===== config.mk =====
export PLATFORM = sky130hd
export DESIGN_NAME = lift_ctrl
export DESIGN_NICKNAME = d
export VERILOG_FILES = /design/src/rtl/lift_pkg.sv /design/src/rtl/lift_req.sv /design/src/rtl/lift_scan.sv /design/src/rtl/lift_stop_test.sv /design/src/rtl/lift_door_timer.sv /design/src/rtl/lift_ctrl.sv
export SDC_FILE = /design/constraint.sdc
export NUM_CORES = 1
export LEC_CHECK = 0
export ABC_AREA = 1
export BUFFER_PORTS_ARGS = -buffer_cell sky130_fd_sc_hd__buf_2
export CAP_MARGIN = 20
export CORE_MARGIN = 1.5
export CORE_UTILIZATION = 30
export CTS_CLUSTER_DIAMETER = 60
export DETAILED_ROUTE_END_ITERATION = 6
export GPL_TIMING_DRIVEN = 0
export MAX_ROUTING_LAYER = met4
export PLACE_DENSITY = 0.6
export SYNTH_ARGS = -nofsm -noshare
export SYNTH_HDL_FRONTEND = slang
export SYNTH_HIERARCHICAL = 1
export SYNTH_SLANG_ARGS = --single-unit

===== constraint.sdc =====
create_clock -name clk -period 2.15 [get_ports clk]
set_clock_uncertainty 0.1 [all_clocks]
set_input_delay 0.3225 -clock clk [delete_from_list [all_inputs] [get_ports clk]]
set_output_delay 0.3225 -clock clk [all_outputs]
set_load 0.005 [all_outputs]

===== src/rtl/lift_pkg.sv =====
package lift_pkg;

    typedef enum logic [6:0] {
        ST_WAIT   = 7'b0000001,
        ST_UP     = 7'b0000010,
        ST_DOWN   = 7'b0000100,
        ST_UPSTOP = 7'b0001000,
        ST_DNSTOP = 7'b0010000,
        ST_OPEN   = 7'b0100000,
        ST_CLOSE  = 7'b1000000
    } lift_state_t;

    typedef enum logic [1:0] {
        DIR_IDLE = 2'b00,
        DIR_UP   = 2'b01,
        DIR_DN   = 2'b10
    } lift_dir_t;

endpackage


===== src/rtl/lift_req.sv =====
// Held call registers: a press sets a bit, service at the floor clears it.
module lift_req #(
    parameter int N = 6
) (
    input  logic         clk,
    input  logic         rst,
    input  logic [N-1:0] set_car,
    input  logic [N-1:0] set_up,
    input  logic [N-1:0] set_dn,
    input  logic [N-1:0] clr_car,
    input  logic [N-1:0] clr_up,
    input  logic [N-1:0] clr_dn,
    output logic [N-1:0] pend_car,
    output logic [N-1:0] pend_up,
    output logic [N-1:0] pend_dn
);

    always_ff @(posedge clk) begin
        if (rst) begin
            pend_car <= '0;
            pend_up  <= '0;
            pend_dn  <= '0;
        end else begin
            pend_car <= (pend_car | set_car) & ~clr_car;
            pend_up  <= (pend_up  | set_up)  & ~clr_up;
            pend_dn  <= (pend_dn  | set_dn)  & ~clr_dn;
        end
    end

endmodule


===== src/rtl/lift_scan.sv =====
// Calls relative to the current floor.
module lift_scan #(
    parameter int N = 6
) (
    input  logic [N-1:0] pos,
    input  logic [N-1:0] car,
    input  logic [N-1:0] up,
    input  logic [N-1:0] dn,
    output logic         above,
    output logic         below,
    output logic         here
);

    localparam logic [N-1:0] ONE = {{(N-1){1'b0}}, 1'b1};

    logic [N-1:0] all_calls;
    logic [N-1:0] pos_sh;
    logic [N-1:0] at_or_below;
    logic [N-1:0] strictly_below;

    always_comb begin
        all_calls      = car | up | dn;
        pos_sh         = pos << 1;
        at_or_below    = pos_sh - ONE;
        strictly_below = pos - ONE;
        above          = |(all_calls & ~at_or_below);
        below          = |(all_calls & strictly_below);
        here           = |(all_calls & pos);
    end

endmodule


===== src/rtl/lift_stop_test.sv =====
// Decides whether a floor reached while travelling deserves a halt.
module lift_stop_test #(
    parameter int N      = 6,
    parameter bit RISING = 1'b1
) (
    input  logic [N-1:0] pos,
    input  logic [N-1:0] car,
    input  logic [N-1:0] up,
    input  logic [N-1:0] dn,
    output logic         stop
);

    localparam logic [N-1:0] ONE = {{(N-1){1'b0}}, 1'b1};

    logic [N-1:0] all_calls;
    assign all_calls = car | up | dn;

    generate
        if (RISING) begin : g_rise
            logic [N-1:0] pos_sh;
            logic [N-1:0] at_or_below;
            logic         beyond;
            always_comb begin
                pos_sh      = pos << 1;
                at_or_below = pos_sh - ONE;
                beyond      = |(all_calls & ~at_or_below);
                stop        = (|(pos & (car | up))) | ((|(pos & dn)) & ~beyond);
            end
        end else begin : g_fall
            logic [N-1:0] strictly_below;
            logic         beyond;
            always_comb begin
                strictly_below = pos - ONE;
                beyond         = |(all_calls & strictly_below);
                stop           = (|(pos & (car | dn))) | ((|(pos & up)) & ~beyond);
            end
        end
    endgenerate

endmodule


===== src/rtl/lift_door_timer.sv =====
// Counts ticks while the door is open; flags the last one.
module lift_door_timer #(
    parameter int HOLD = 4
) (
    input  logic clk,
    input  logic rst,
    input  logic tick,
    input  logic run,
    output logic done
);

    localparam int CW = (HOLD > 1) ? $clog2(HOLD) : 1;

    logic [CW-1:0] cnt;

    assign done = run & tick & (cnt == CW'(HOLD - 1));

    always_ff @(posedge clk) begin
        if (rst || !run) begin
            cnt <= '0;
        end else if (tick) begin
            cnt <= done ? '0 : cnt + 1'b1;
        end
    end

endmodule


===== src/rtl/lift_ctrl.sv =====
module lift_ctrl
    import lift_pkg::*;
#(
    parameter int FLOORS     = 6,
    parameter int HOLD_TICKS = 4
) (
    input  logic              clk,
    input  logic              rst,
    input  logic              tick,
    input  logic [FLOORS-2:0] hall_up_i,
    input  logic [FLOORS-2:0] hall_dn_i,
    input  logic [FLOORS-1:0] car_req_i,
    output logic [FLOORS-1:0] floor_o,
    output logic              door_o,
    output logic [1:0]        dir_o,
    output logic [6:0]        state_o
);

    localparam logic [FLOORS-1:0] BOTTOM = {{(FLOORS-1){1'b0}}, 1'b1};

    lift_state_t       state_q, state_d;
    lift_dir_t         dir_q, dir_d;
    logic [FLOORS-1:0] floor_q, floor_d;

    logic [FLOORS-1:0] set_up, set_dn;
    logic [FLOORS-1:0] pend_car, pend_up, pend_dn;
    logic [FLOORS-1:0] clr_car, clr_up, clr_dn;
    logic [FLOORS-1:0] pos_up, pos_dn;
    logic              any_above, any_below, any_here;
    logic              stop_rise, stop_fall;
    logic              door_done;

    // Floor-aligned packing; floors without such a button read zero.
    assign set_up = {1'b0, hall_up_i};
    assign set_dn = {hall_dn_i, 1'b0};
    assign pos_up = floor_q << 1;
    assign pos_dn = floor_q >> 1;

    lift_req #(.N(FLOORS)) u_req (
        .clk      (clk),
        .rst      (rst),
        .set_car  (car_req_i),
        .set_up   (set_up),
        .set_dn   (set_dn),
        .clr_car  (clr_car),
        .clr_up   (clr_up),
        .clr_dn   (clr_dn),
        .pend_car (pend_car),
        .pend_up  (pend_up),
        .pend_dn  (pend_dn)
    );

    lift_scan #(.N(FLOORS)) u_scan (
        .pos   (floor_q),
        .car   (pend_car),
        .up    (pend_up),
        .dn    (pend_dn),
        .above (any_above),
        .below (any_below),
        .here  (any_here)
    );

    lift_stop_test #(.N(FLOORS), .RISING(1'b1)) u_stop_rise (
        .pos  (pos_up),
        .car  (pend_car),
        .up   (pend_up),
        .dn   (pend_dn),
        .stop (stop_rise)
    );

    lift_stop_test #(.N(FLOORS), .RISING(1'b0)) u_stop_fall (
        .pos  (pos_dn),
        .car  (pend_car),
        .up   (pend_up),
        .dn   (pend_dn),
        .stop (stop_fall)
    );

    lift_door_timer #(.HOLD(HOLD_TICKS)) u_door (
        .clk  (clk),
        .rst  (rst),
        .tick (tick),
        .run  (state_q == ST_OPEN),
        .done (door_done)
    );

    // Service clears at the open floor.
    always_comb begin
        clr_car = '0;
        clr_up  = '0;
        clr_dn  = '0;
        if (state_q == ST_OPEN) begin
            clr_car = floor_q;
            unique case (dir_q)
                DIR_UP: begin
                    clr_up = floor_q;
                    if (!any_above) clr_dn = floor_q;
                end
                DIR_DN: begin
                    clr_dn = floor_q;
                    if (!any_below) clr_up = floor_q;
                end
                default: begin
                    clr_up = floor_q;
                    clr_dn = floor_q;
                end
            endcase
        end
    end

    // Next state: every move happens on a tick.
    always_comb begin
        state_d = state_q;
        dir_d   = dir_q;
        floor_d = floor_q;
        if (tick) begin
            unique case (state_q)
                ST_WAIT: begin
                    if (any_here) begin
                        state_d = ST_OPEN;
                        dir_d   = DIR_IDLE;
                    end else if (any_above) begin
                        state_d = ST_UP;
                        dir_d   = DIR_UP;
                    end else if (any_below) begin
                        state_d = ST_DOWN;
                        dir_d   = DIR_DN;
                    end else begin
                        dir_d   = DIR_IDLE;
                    end
                end
                ST_UP: begin
                    floor_d = pos_up;
                    state_d = stop_rise ? ST_UPSTOP : ST_UP;
                end
                ST_DOWN: begin
                    floor_d = pos_dn;
                    state_d = stop_fall ? ST_DNSTOP : ST_DOWN;
                end
                ST_UPSTOP, ST_DNSTOP: begin
                    state_d = ST_OPEN;
                end
                ST_OPEN: begin
                    if (door_done) state_d = ST_CLOSE;
                end
                ST_CLOSE: begin
                    if (dir_q == DIR_DN) begin
                        if (any_below) begin
                            state_d = ST_DOWN;
                        end else if (any_above) begin
                            state_d = ST_UP;
                            dir_d   = DIR_UP;
                        end else begin
                            state_d = ST_WAIT;
                            dir_d   = DIR_IDLE;
                        end
                    end else begin
                        if (any_above) begin
                            state_d = ST_UP;
                            dir_d   = DIR_UP;
                        end else if (any_below) begin
                            state_d = ST_DOWN;
                            dir_d   = DIR_DN;
                        end else begin
                            state_d = ST_WAIT;
                            dir_d   = DIR_IDLE;
                        end
                    end
                end
                default: begin
                    state_d = ST_WAIT;
                    dir_d   = DIR_IDLE;
                end
            endcase
        end
    end

    // State register.
    always_ff @(posedge clk) begin
        if (rst) begin
            state_q <= ST_WAIT;
            dir_q   <= DIR_IDLE;
            floor_q <= BOTTOM;
        end else begin
            state_q <= state_d;
            dir_q   <= dir_d;
            floor_q <= floor_d;
        end
    end

    // Outputs.
    always_comb begin
        state_o = state_q;
        dir_o   = dir_q;
        floor_o = floor_q;
        door_o  = (state_q == ST_OPEN);
    end

endmodule


# Yosys cells after proc, flatten, opt, wreduce, memory -nomap -nowiden
# Cells that the tools add are included.
[classes]
n_reduce_logical = 17
addsub = 5
n_div = 0
bitwise = 32
n_eq_ne = 13
magnitude_cmp = 0
n_mul = 0
mux = 28
n_shift = 0
[op_table]
columns = ["operator", "count"]
rows = [
  ["$and 6x6->6", 10],
  ["$reduce_or 6->1", 9],
  ["$mux 6", 7],
  ["$pmux 7 s6", 1],
  ["$mux 7", 5],
  ["$not 6->6", 5],
  ["$or 6x6->6", 5],
  ["$sub 6x1->6 const B", 3],
  ["$mux 2", 7],
  ["$and 5x6->6", 2],
  ["$pmux 6 s2", 1],
  ["$mux 3", 3],
  ["$eq 7x1->1 const B", 1],
  ["$eq 7x2->1 const B", 1],
  ["$eq 7x3->1 const B", 1],
  ["$eq 7x4->1 const B", 1],
  ["$eq 7x5->1 const B", 1],
  ["$eq 7x6->1 const B", 1],
  ["$eq 7x7->1 const B", 1],
  ["$or 6x5->6", 1],
  ["$pmux 2 s3", 1],
  ["$reduce_and 3->1", 2],
  ["$sub 5x1->6 const B", 1],
  ["$mux 5", 1],
  ["17 further kinds", 24],
]
[word_totals]
mem_bits_ro = 0
mem_bits_rw = 0
output_inout_bits = 16
inputBits = 19
ff_bits = 35
latchBits = 0
n_memories = 0

# Depth between registers and ports, before layout
# Gate-level depths: netlist of the first run.
[logic_depth]
ltp_word = 9
depth_mapped = 16

# Modules after synthesis
# The synthesis of the first run kept the hierarchy.
[modules_own_cells]
columns = ["mod", "n_inst", "area_per_inst_um2", "cells_per_inst"]
rows = [
  ["lift_ctrl", 1, 1094.8, 188],
  ["lift_req", 1, 654.4, 92],
  ["lift_stop_test (u_stop_fall)", 1, 301.5, 68],
  ["lift_scan", 1, 299.0, 66],
  ["lift_stop_test (u_stop_rise)", 1, 254.0, 60],
  ["lift_door_timer", 1, 111.4, 16],
]

# Worst setup path after synthesis of the first run
# OpenSTA, ideal clock, no wires.
[synth_timing]
path_type = "register to register"
from = "reg floor_q[1] (netlist: floor_o[1])"
to = "reg u_req.pend_dn[1]"
stages_incl_launch_ff = 13
path_buffers = 0
arrival_ps = 1996
path_slack_ps = -8
path_cell_list = "dfxtp_1 inv_1 ha_1 nand3_2 xor2_1 nand2_1 nand3_1 inv_1 nor3_1 nor3_1 inv_1 nand2_1 nor2_2"
[synth_between]
elab_chain_len = 9
[synth_rtl]
columns = ["element", "line_no", "text"]
rows = [
  ["from (decl)", "lift_ctrl.sv:23", "logic [FLOORS-1:0] floor_q, floor_d;"],
  ["from (signal assigned)", "lift_ctrl.sv:187", "floor_q <= floor_d;"],
  ["$sub 6x1->6", "lift_scan.sv:24", "at_or_below = pos_sh - ONE;"],
  ["$not 6->6", "lift_scan.sv:26", "above = |(all_calls & ~at_or_below);"],
  ["$and 6x6->6", "lift_scan.sv:26", ""],
  ["$reduce_or 6->1", "lift_scan.sv:26", ""],
  ["via any_above", "lift_ctrl.sv:29", "logic any_above, any_below, any_here;"],
  ["$mux 6", "lift_ctrl.sv:97", "if (!any_above) clr_dn = floor_q;"],
  ["$mux 6", "lift_ctrl.sv:94", "unique case (dir_q)"],
  ["$mux 6", "lift_ctrl.sv:92", "if (state_q == ST_OPEN) begin"],
  ["via clr_dn[1]", "lift_ctrl.sv:27", "logic [FLOORS-1:0] clr_car, clr_up, clr_dn;"],
  ["$not 6->6", "lift_req.sv:26", "pend_dn <= (pend_dn | set_dn) & ~clr_dn;"],
  ["$and 6x6->6", "lift_req.sv:26", ""],
  ["to (signal assigned)", "lift_req.sv:26", ""],
  ["to (decl)", "lift_req.sv:15", "output logic [N-1:0] pend_dn"],
]
# The timed path passes the listed nets, and every way through them passes these cells.
# A chain may end at the register's enable or synchronous reset.

# Worst setup path after layout of the first run
[layout_timing]
from = "reg floor_q[0] (netlist: floor_o[0])"
to = "reg u_req.pend_up[1]"
[layout_between]
elab_chain_len = 8
[layout_rtl]
columns = ["element", "line_no", "text"]
rows = [
  ["$sub 6x1->6", "lift_scan.sv:25", "strictly_below = pos - ONE;"],
  ["$and 6x6->6", "lift_scan.sv:27", "below = |(all_calls & strictly_below);"],
  ["$reduce_or 6->1", "lift_scan.sv:27", ""],
  ["via any_below", "lift_ctrl.sv:29", ""],
  ["$mux 6", "lift_ctrl.sv:101", "if (!any_below) clr_up = floor_q;"],
  ["$mux 6", "lift_ctrl.sv:94", ""],
  ["$mux 6", "lift_ctrl.sv:92", ""],
  ["via clr_up[1]", "lift_ctrl.sv:27", ""],
  ["$not 6->6", "lift_req.sv:25", "pend_up <= (pend_up | set_up) & ~clr_up;"],
  ["$and 6x6->6", "lift_req.sv:25", ""],
  ["to (signal assigned)", "lift_req.sv:25", ""],
  ["to (decl)", "lift_req.sv:14", "output logic [N-1:0] pend_up,"],
]
# The timed path passes the listed nets, and every way through them passes these cells.

==> results.yml, run 1 <==
pwr:
  p_int_w: 0.001174
  power_frac_clock_pct: 37.4
  p_comb_share_pct: 18.8
  swShare_pct: 30.52
  seqPwrFrac_pct: 43.8
  ir_drop_uv: 257.5
  p_leak_nw: 1.673
  p_sw_w: 0.0005158
  finalPower_w: 0.001690
  pwr_density_cell_nw_per_um2: 500.3
layout:
  seqCellArea_sq_um: 718.2
  final_cell_area_sq_um: 3378
  drive_gt1_share_pct: 20.99
  num-fill-cells: 954
  antenna-diode-count: 0
  final_cell_count_no_fill: 656
  nNetsFinal: 570
  syn2layout_area_growth_pct: 24.42
  multiInputGateArea_sq_um: 1800
grt:
  grt_pass1_wl_microns: 13320
  antenna_found_initial: 0
  grt_pass1_vias: 2865
  grt_max_degree: 17
  grt_usage_pct: 17.52
  grt_remaining_overflow: 0
die:
  dieWidth_microns: 98.14
  row_count: 34
  ios: 35
  coreArea_sq_um: 8763
  die_height_microns: 98.14
  start_util_pct: 30.98
  die_area_sq_um: 9630
timing:
  setup_tns_ps: 0
  min_period_ps: 2017
  hold_violations: 0
  period_share_pct: 93.79
  setup_viol: 0
  timing.fmax_ghz: 0.4959
  slew_viol_final: 0
  hold_ws_ps: 148.6
clocking:
  cts_root_buf: "clkbuf_8"
  numCtsBuffers: 5
  cts_tree: "done"
  cts_max_path_buffers: 2
  clk_pin_slew_ps: 80
  clk_latency_ps: 290
  cts_hold_buf: 0
  clock-sinks: 35
  h-tree-depth: 2
setup_path:
  endpoint_kind: "flop"
  cp-start-kind: "flop"
  critPathKind: "reg -> reg"
  worstPathArrival_ps: 2110
  cp.required_ps: 2240
  worstPathMaxFanout: 6
job:
  cap_violations: 0
placement:
  dp_hpwl_microns: 5727
  routabilityCongestion: 0.9316
  place_area_sq_um: 3059
  io_buffers: 34
  place_inst: 641
worst_hold_path:
  hp-class: "in -> reg"
route:
  dr_total_vias: 3029
  drtPass1Iterations: 4
  wire_per_inst_microns: 11.97
  drc_errors: 0
  drt_iter0_drc: 165
  ant_nets: 0
  wirelength_microns: 7853
  viasPerCell: 4.617
run_status:
  status: "completed"
synth:
  yosysWarnings: 6
  syn_inst: 490
  synthesis.area_sq_um: 2715
  synth.avg_cell_area_sq_um: 5.541
  ys_seq_area_share_pct: 25.81
  yosysUniqueCellTypes: 28
  ys_seq_elements: 35
==> through the flow <==
stage / util [%] / setup WS [ps]
after floorplan: - / 11.50
after global placement: 34.91 / -469.6
after detailed placement: 34.91 / -485.7
after CTS: 36.82 / 45.22
after global routing: 38.55 / -0.4146
final: 38.55 / 133.4
==> worst paths after layout <==
check          startpoint                to  cells past startpoint  slack (ps)
max            floor_o[0]  u_req/pend_up[1]                     13         130
min          hall_up_i[2]  u_req/pend_up[2]                      3         150
max reg2reg    floor_o[0]  u_req/pend_up[1]                     13         130
min reg2reg    state_o[4]        state_o[4]                      2         390
==> power by group through the flow <==
stage	clock network, W	registers (W)	logic [W]
final	0.000632	0.000740	0.000317
after detailed placement	0	0.000759	0.000298
after CTS	0.000646	0.000740	0.000304
after global routing	0.000679	0.000747	0.000365
after global placement	0	0.000757	0.000293
after floorplan	0	0.000737	0.000218
==> layout make-up <==
type	count	area share (%)
Buffer	3	0.8889
Clock buffer	6	2.444
Clock inverter	2	1.037
Inverter	92	10.48
Multi-Input combinational cell	369	53.30
Sequential cell	35	21.26
Tap cell	108	4.000
Timing Repair Buffer	41	6.593
==> sequential cells by signal, summed over array words and instances, names as in the netlist <==
name,count
dir_o,2
floor_o,6
u_req/pend_car,6
u_door/cnt,2
u_req/pend_up,6
state_o,7
u_req/pend_dn,6
==> worst max-delay path, cell delays in order (launching register included) <==
cell        delay (ps)
dfxtp_4            390
inv_6               40
ha_4               240
inv_1               60
nand2_4             60
nand3_1             90
nor2_2             160
nand3_4            140
nand2_4            110
clkinvlp_4         190
nor3_2             190
inv_1               50
nand2_1             60
nor2_1              40
==> synth_stat cells <==
cell type	n	area, sq um
nand3_2	4	40.04
clkbuf_1	1	3.750
nand4_1	4	25.02
nor2_2	9	56.30
nand2_2	5	31.28
o211ai_1	1	7.510
buf_6	1	11.26
xor2_1	1	8.760
a21oi_1	9	45.04
dfxtp_1	35	700.7
nor3_1	15	75.07
conb_1	1	3.750
buf_8	1	15.01
o2111ai_1	1	8.760
inv_1	81	304.0
a21boi_4	1	18.77
nand3_1	34	170.2
o21ai_0	18	90.09
xnor2_1	1	8.760
nand2_4	4	45.04
nand2_1	133	499.2
nand3b_1	1	7.510
ha_1	4	50.05
o21ai_1	7	35.03
nor2_4	1	11.26
o21a_1	1	7.510
inv_2	11	41.29
nor2_1	105	394.1
==> cells in the final DEF (no fill, tap or decap), types with 2 or more instances in the layout <==
cell type  netlist  final
o21ai_0         18     18
dfxtp_4          0      4
dfxtp_1         35     29
nand2_4          4      5
inv_2           11     14
nand4_1          4      4
nor2_2           9      9
a21oi_1          9      9
clkbuf_8         0      6
buf_2            0     34
buf_4            0      7
nand3_4          0      2
nand3_1         34     31
dfxtp_2          0      2
nor3_2           0      6
o21ai_1          7      6
inv_1           81     76
ha_1             4      2
nand3_2          4      5
nand2_2          5      5
nor2_1         105    101
nor3_1          15      8
nand2_1        133    132
conb_1           1     10
nor2_4           1      5
==> metal layers <==
layer / vias to the layer above / track usage [%] / wire, microns
met5: - / - / 0
met4: 0 / 6.392 / 130
met3: 10 / 2.147 / 320
met2: 52 / 28.54 / 3733
met1: 1359 / 22.33 / 3668
li1: 1608 / - / -
==> timing repair <==
action,CTS,global route
setup buffers,3,4
pin swaps,0,14
gates resized for setup,12,31
endpoints found under the setup margin,21,21
==> logic make-up after synthesis <==
| group | count (synthesis) | synth area share (%) |
|---|---|---|
| simple gates | 315 | 49.91 |
| buf+inv | 95 | 13.82 |
| compound gates | 38 | 7.834 |
| flops | 35 | 25.81 |
| fa+ha+maj | 4 | 1.843 |
| xor+xnor | 2 | 0.6453 |
| other cells | 1 | 0.1381 |
No activity file was read; power rests on OpenSTA's default activity.
==> run 2, diff against run 1 <==
--- a/config.mk
+++ b/config.mk
@@ -6,15 +6,15 @@
 export NUM_CORES = 1
 export LEC_CHECK = 0
 export ABC_AREA = 1
-export BUFFER_PORTS_ARGS = -buffer_cell sky130_fd_sc_hd__buf_2
 export CAP_MARGIN = 20
 export CORE_MARGIN = 1.5
 export CORE_UTILIZATION = 30
 export CTS_CLUSTER_DIAMETER = 60
 export DETAILED_ROUTE_END_ITERATION = 6
+export DONT_BUFFER_PORTS = 1
 export GPL_TIMING_DRIVEN = 0
 export MAX_ROUTING_LAYER = met4
-export PLACE_DENSITY = 0.6
+export PLACE_DENSITY = 0.55
 export SYNTH_ARGS = -nofsm -noshare
 export SYNTH_HDL_FRONTEND = slang
 export SYNTH_HIERARCHICAL = 1
==> constraint.sdc (replaced) <==
create_clock -name clk -period 2.4 [get_ports clk]
set_clock_uncertainty 0.1 [all_clocks]
set_input_delay 0.36 -clock clk [delete_from_list [all_inputs] [get_ports clk]]
set_output_delay 0.36 -clock clk [all_outputs]
set_load 0.005 [all_outputs]
==> results.yml, run 2 (synthesized netlist as in run 1, its figures left out) <==
die:
  coreArea_sq_um: 8763
  dieWidth_microns: 98.14
  start_util_pct: 30.98
  die_height_microns: 98.14
  row_count: 34
  ios: 35
  die_area_sq_um: 9630
route:
  wirelength_microns: 7916
  viasPerCell: 4.592
  drtPass1Iterations: 4
  drc_errors: 0
  wire_per_inst_microns: 12.81
  drt_iter0_drc: 139
  dr_total_vias: 2838
  ant_nets: 0
layout:
  final_cell_area_sq_um: 3069
  utilization_pct: 35.02
  final_cell_count_no_fill: 618
  largest_reg_flops: 7
  drive_gt1_share_pct: 12.35
  layout_common_cells: "nand2_1, nor2_1, inv_1, nand3_1, dfxtp_1"
  syn2layout_area_growth_pct: 13.04
  seqCellArea_sq_um: 710.7
  final_common_cell: "nand2_1"
  num-fill-cells: 990
  multiInputGateArea_sq_um: 1724
  antenna-diode-count: 0
  nNetsFinal: 532
clocking:
  numCtsBuffers: 5
  cts_max_path_buffers: 2
  h-tree-depth: 2
  cts_root_buf: "clkbuf_8"
  clk_pin_slew_ps: 80
  cts_tree: "done"
  clk_latency_ps: 300
  clock-sinks: 35
  cts_hold_buf: 0
setup_path:
  cp.required_ps: 2530
  cp_slowest_cell: "dfxtp_4"
  crit_chain: "inv_1, ha_2, inv_1, nand2_1, nand2_1, o21ai_1, nor2_1, nand3_2, nor2_4, buf_4, nand3_2, nand2_2, nand2_1, a21oi_1"
  worstPathArrival_ps: 2290
  cp-start-kind: "flop"
  critPathTopFamily: "simple AND/OR/NAND/NOR gates"
  endpoint_kind: "flop"
  critPathKind: "reg -> reg"
  cp_num_buf_inv: 3
  crit_top_cell: "nand2_1"
  cpPeakStageDelay_ps: 450
  worstPathMaxFanout: 11
timing:
  timing.fmax_ghz: 0.4638
  setup_tns_ps: 0
  setup_viol: 0
  slew_headroom_pct: 53.65
  worst_pin_slew_ps: 694.3
  period_share_pct: 89.84
  slew_viol_final: 0
  min_period_ps: 2156
  rsz0062_at_grt: "false"
  hold_violations: 0
pwr:
  p_sw_w: 0.0004471
  p_leak_nw: 1.478
  pwr_density_cell_nw_per_um2: 458.3
  seqPwrFrac_pct: 47.4
  p_int_w: 0.0009594
  p_comb_share_pct: 17.6
  power_frac_clock_pct: 35.0
  swShare_pct: 31.79
  ir_drop_uv: 177.8
placement:
  io_buffers: 0
  place_area_sq_um: 2884
  place_inst: 607
  routabilityCongestion: 0.9312
  dp_hpwl_microns: 5890
job:
  cap_violations: 0
grt:
  grt_max_degree: 18
  grt_remaining_overflow: 0
  grt_pass1_vias: 2784
  grt_pass1_wl_microns: 13080
  grt_usage_pct: 17.38
  antenna_found_initial: 0
run_status:
  status: "completed"
worst_hold_path:
  hp-class: "in -> reg"
-- run 2: cell count changes in the layout (fill, tap and decap cells not counted), sizes merged --
cell    before  now
buf         43    3
clkbuf       7   10
bufinv       1    0
clkinv       1    0
inv         91   92
-- run 2: metal layers --
metal / share of wire [%] / vias to the layer above / track usage (%)
li1: - / 1519 / -
met2: 46 / 54 / 27.85
met4: 2.1 / 0 / 7.801
met5: 0 / - / -
met1: 47 / 1255 / 21.71
met3: 4.4 / 10 / 2.505
-- run 2: per-stage QoR --
stage | hold WS (ps) | setup slack, ps | total power (W)
final | 19.24 | 243.9 | 0.001407
after detailed placement | 331.9 | -533.3 | 0.0009191
after global placement | 332.0 | -521.2 | 0.0009155
after CTS | 13.50 | 50.03 | 0.001413
after floorplan | 329.1 | 242.4 | 0.0008556
after global routing | 6.144 | 21.56 | 0.001500
-- run 2: final timing paths --
path / from / end / slack, ps / cells after the start
setup / recovery: floor_o[1] / state_o[1] / 240 / 14
setup reg to reg: floor_o[1] / state_o[1] / 240 / 14
hold reg to reg: state_o[4] / state_o[4] / 410 / 2
hold / removal: rst / state_o[4] / 20 / 1
-- run 2: worst register-to-register path, delay by kind of cell (launching register included) --
kind                       cells  cell delay [ps]
and+or+nand+nor                8              910
DFF                            1              450
buffers and inverters          3              250
AOI/OAI and AO/OA              2              210
adders and majority gates      1              190
-- run 2: cell type report --
class / instances / area share (%)
plain buffers: 3 / 0.9784
clock buffers: 7 / 3.139
clock inverters: 1 / 0.2446
inverters: 92 / 11.25
multi-input cells: 369 / 56.18
flip-flops and latches: 35 / 23.16
well taps: 108 / 4.403
repair buffers: 3 / 0.6523
-- run 2: power by group through the flow --
| stage | sequential [W] | combinational (W) | clock (W) |
|---|---|---|---|
| finish | 0.000667 | 0.000248 | 0.000492 |
| global route | 0.000673 | 0.000286 | 0.000541 |
| CTS | 0.000666 | 0.000239 | 0.000508 |
| detailed placement | 0.000682 | 0.000237 | 0 |
| global placement | 0.000681 | 0.000235 | 0 |
| floorplan | 0.000660 | 0.000195 | 0 |
-- run 2: repair_timing --
action	in CTS	in global routing
setup buffers	0	3
endpoints found under the hold margin	0	0
resized for setup	7	13
setup endpoints to repair	21	21
pin swaps	0	4
==> run 3, diff against run 2 <==
==> constraint.sdc (replaced) <==
create_clock -name clk -period 2.4 [get_ports clk]
set_clock_uncertainty 0.1 [all_clocks]
set_input_delay 0.36 -clock clk [delete_from_list [all_inputs] [get_ports clk]]
set_output_delay 0.36 -clock clk [all_outputs]
set_load 0.01 [all_outputs]
==> results.yml, run 3 (synthesized netlist as in run 1, its figures left out) <==
run_status:
  status: "completed"
route:
  drc_errors: 0
  drtPass1Iterations: 4
  viasPerCell: 4.574
  dr_total_vias: 2827
  ant_nets: 0
  drt_iter0_drc: 152
  wirelength_microns: 7895
  wire_per_inst_microns: 12.78
timing:
  timing.fmax_ghz: 0.4560
  setup_viol: 0
  setup_ws_ps: 207.1
  worst_pin_slew_ps: 752.2
  rsz0062_at_grt: "true"
  slew_viol_final: 0
  min_period_ps: 2193
  hold_violations: 0
  period_share_pct: 91.37
  slew_headroom_pct: 49.79
worst_hold_path:
  hold_depth: 1
  hp-class: "in -> reg"
  hold_end: "state_o[4]"
  hold_path_startpoint: "rst"
clocking:
  numCtsBuffers: 5
  cts_root_buf: "clkbuf_8"
  clock-sinks: 35
  h-tree-depth: 2
  clk_latency_ps: 300
  cts_tree: "done"
  cts_max_path_buffers: 2
  clk_pin_slew_ps: 80
  cts_hold_buf: 0
layout:
  drive_gt1_share_pct: 12.16
  antenna-diode-count: 0
  utilization_pct: 35.02
  final_common_cell: "nand2_1"
  nNetsFinal: 532
  syn2layout_area_growth_pct: 13.04
  largest_reg_flops: 7
  num-fill-cells: 990
  final_cell_count_no_fill: 618
  final_cell_area_sq_um: 3069
  layout_common_cells: "nand2_1, nor2_1, inv_1, nand3_1, dfxtp_1"
setup_path:
  crit_chain: "inv_1, ha_2, inv_1, nand2_1, nand2_1, o21ai_1, nor2_1, nand3_2, inv_1, nor3_4, nor3_1, inv_1, nand2_1, nor2_1"
  rr_worst_depth: 14
  worstPathMaxFanout: 11
  cp-start-kind: "flop"
  critPathKind: "reg -> reg"
  reg2reg_setup_slack_ps: 210
  endpoint_kind: "flop"
  cp.required_ps: 2500
  r2r_end: "u_req/pend_dn[2]"
  cpPeakStageDelay_ps: 470
  cp_slowest_cell: "dfxtp_4"
  crit_top_cell: "inv_1"
  worstPathArrival_ps: 2290
  worstReg2RegStart: "floor_o[1]"
pwr:
  p_leak_nw: 1.480
  pwr_density_cell_nw_per_um2: 459.6
  ir_drop_uv: 178.0
  finalPower_w: 0.001411
placement:
  dp_slack_ps: -568.4
  routabilityCongestion: 0.9312
  place_area_sq_um: 2884
  dp_hpwl_microns: 5890
  io_buffers: 0
  place_inst: 607
die:
  coreArea_sq_um: 8763
  dieWidth_microns: 98.14
  start_util_pct: 30.98
  row_count: 34
  die_height_microns: 98.14
  ios: 35
  die_area_sq_um: 9630
grt:
  grt_use_met2_pct: 27.85
  top_usage_layer: "met2"
  grt_pass1_wl_microns: 13080
  use_met1_pct: 21.71
  antenna_found_initial: 0
  grt_pass1_vias: 2784
  grt_remaining_overflow: 0
  grt_max_degree: 18
  grt_usage_pct: 17.38
  grt_use_met3_pct: 2.505
job:
  cap_violations: 0
[run 3: cell count changes in the layout (fill, tap and decap cells not counted)]
cell   before  now
inv_1      79   80
inv_2      13   12
[run 3: layer usage]
metal  vias to the layer above  wire length (microns)  part of all wire [%]
met4                         0                    183                   2.3
li1                       1517                      -                     -
met1                      1239                   3636                    46
met5                         -                      0                     0
met3                        14                    479                   6.1
met2                        57                   3596                    46
[run 3: how the worst max path moves through the flow]
stage	start	to	cells past startpoint
after global routing	floor_o[1]	state_o[1]	14
after CTS	floor_o[0]	state_o[6]	14
final	floor_o[1]	u_req/pend_dn[2]	14
after global placement	floor_o[1]	u_req/pend_dn[2]	13
after floorplan	floor_o[1]	u_req/pend_dn[1]	12
after detailed placement	floor_o[1]	u_req/pend_dn[2]	13
[run 3: worst max-delay path, delay by kind of cell (launching register included)]
kind                     cells  cell delay (ps)
flip-flops                   1              470
AO/OA/AOI/OAI                1               80
buffers and inverters        4              400
adder cells (fa/ha/maj)      1              190
AND/OR/NAND/NOR              8              850
[run 3: report_power, final]
part	leakage [nW]	internal (W)	switching (W)	total, W
clock	0.0505	0.000261	0.000232	0.000493
combinational	1.14	0.0000873	0.000161	0.000248
sequential	0.291	0.000611	0.0000594	0.000670
total	1.48	0.000959	0.000451	0.00141
[run 3: area by class of cell]
cell class                 instances  area, sq um  share of cell area [%]
multi-input combinational        369         1724                   56.18
timing repair buffer               3        20.02                  0.6523
buffer                             3        30.03                  0.9784
clock buffer                       7        96.34                   3.139
clock inverter                     1        7.507                  0.2446
inverter                          92        345.3                   11.25
sequential                        35        710.7                   23.16
tap                              108        135.1                   4.403
[run 3: what timing repair did]
| item | CTS | global route |
|---|---|---|
| buffers inserted | 0 | 3 |
| resized for setup | 7 | 12 |
| endpoints found under the setup margin | 21 | 21 |
| pin swaps | 0 | 2 |
[run 3: per-stage QoR]
step	hold slack [ps]	TNS (ps)
5_1_grt	6.144	0
4_1_cts	13.50	0
6_report	19.10	0
2_1_floorplan	329.1	0
3_3_place_gp	332.0	-6344
3_5_place_dp	331.9	-6847
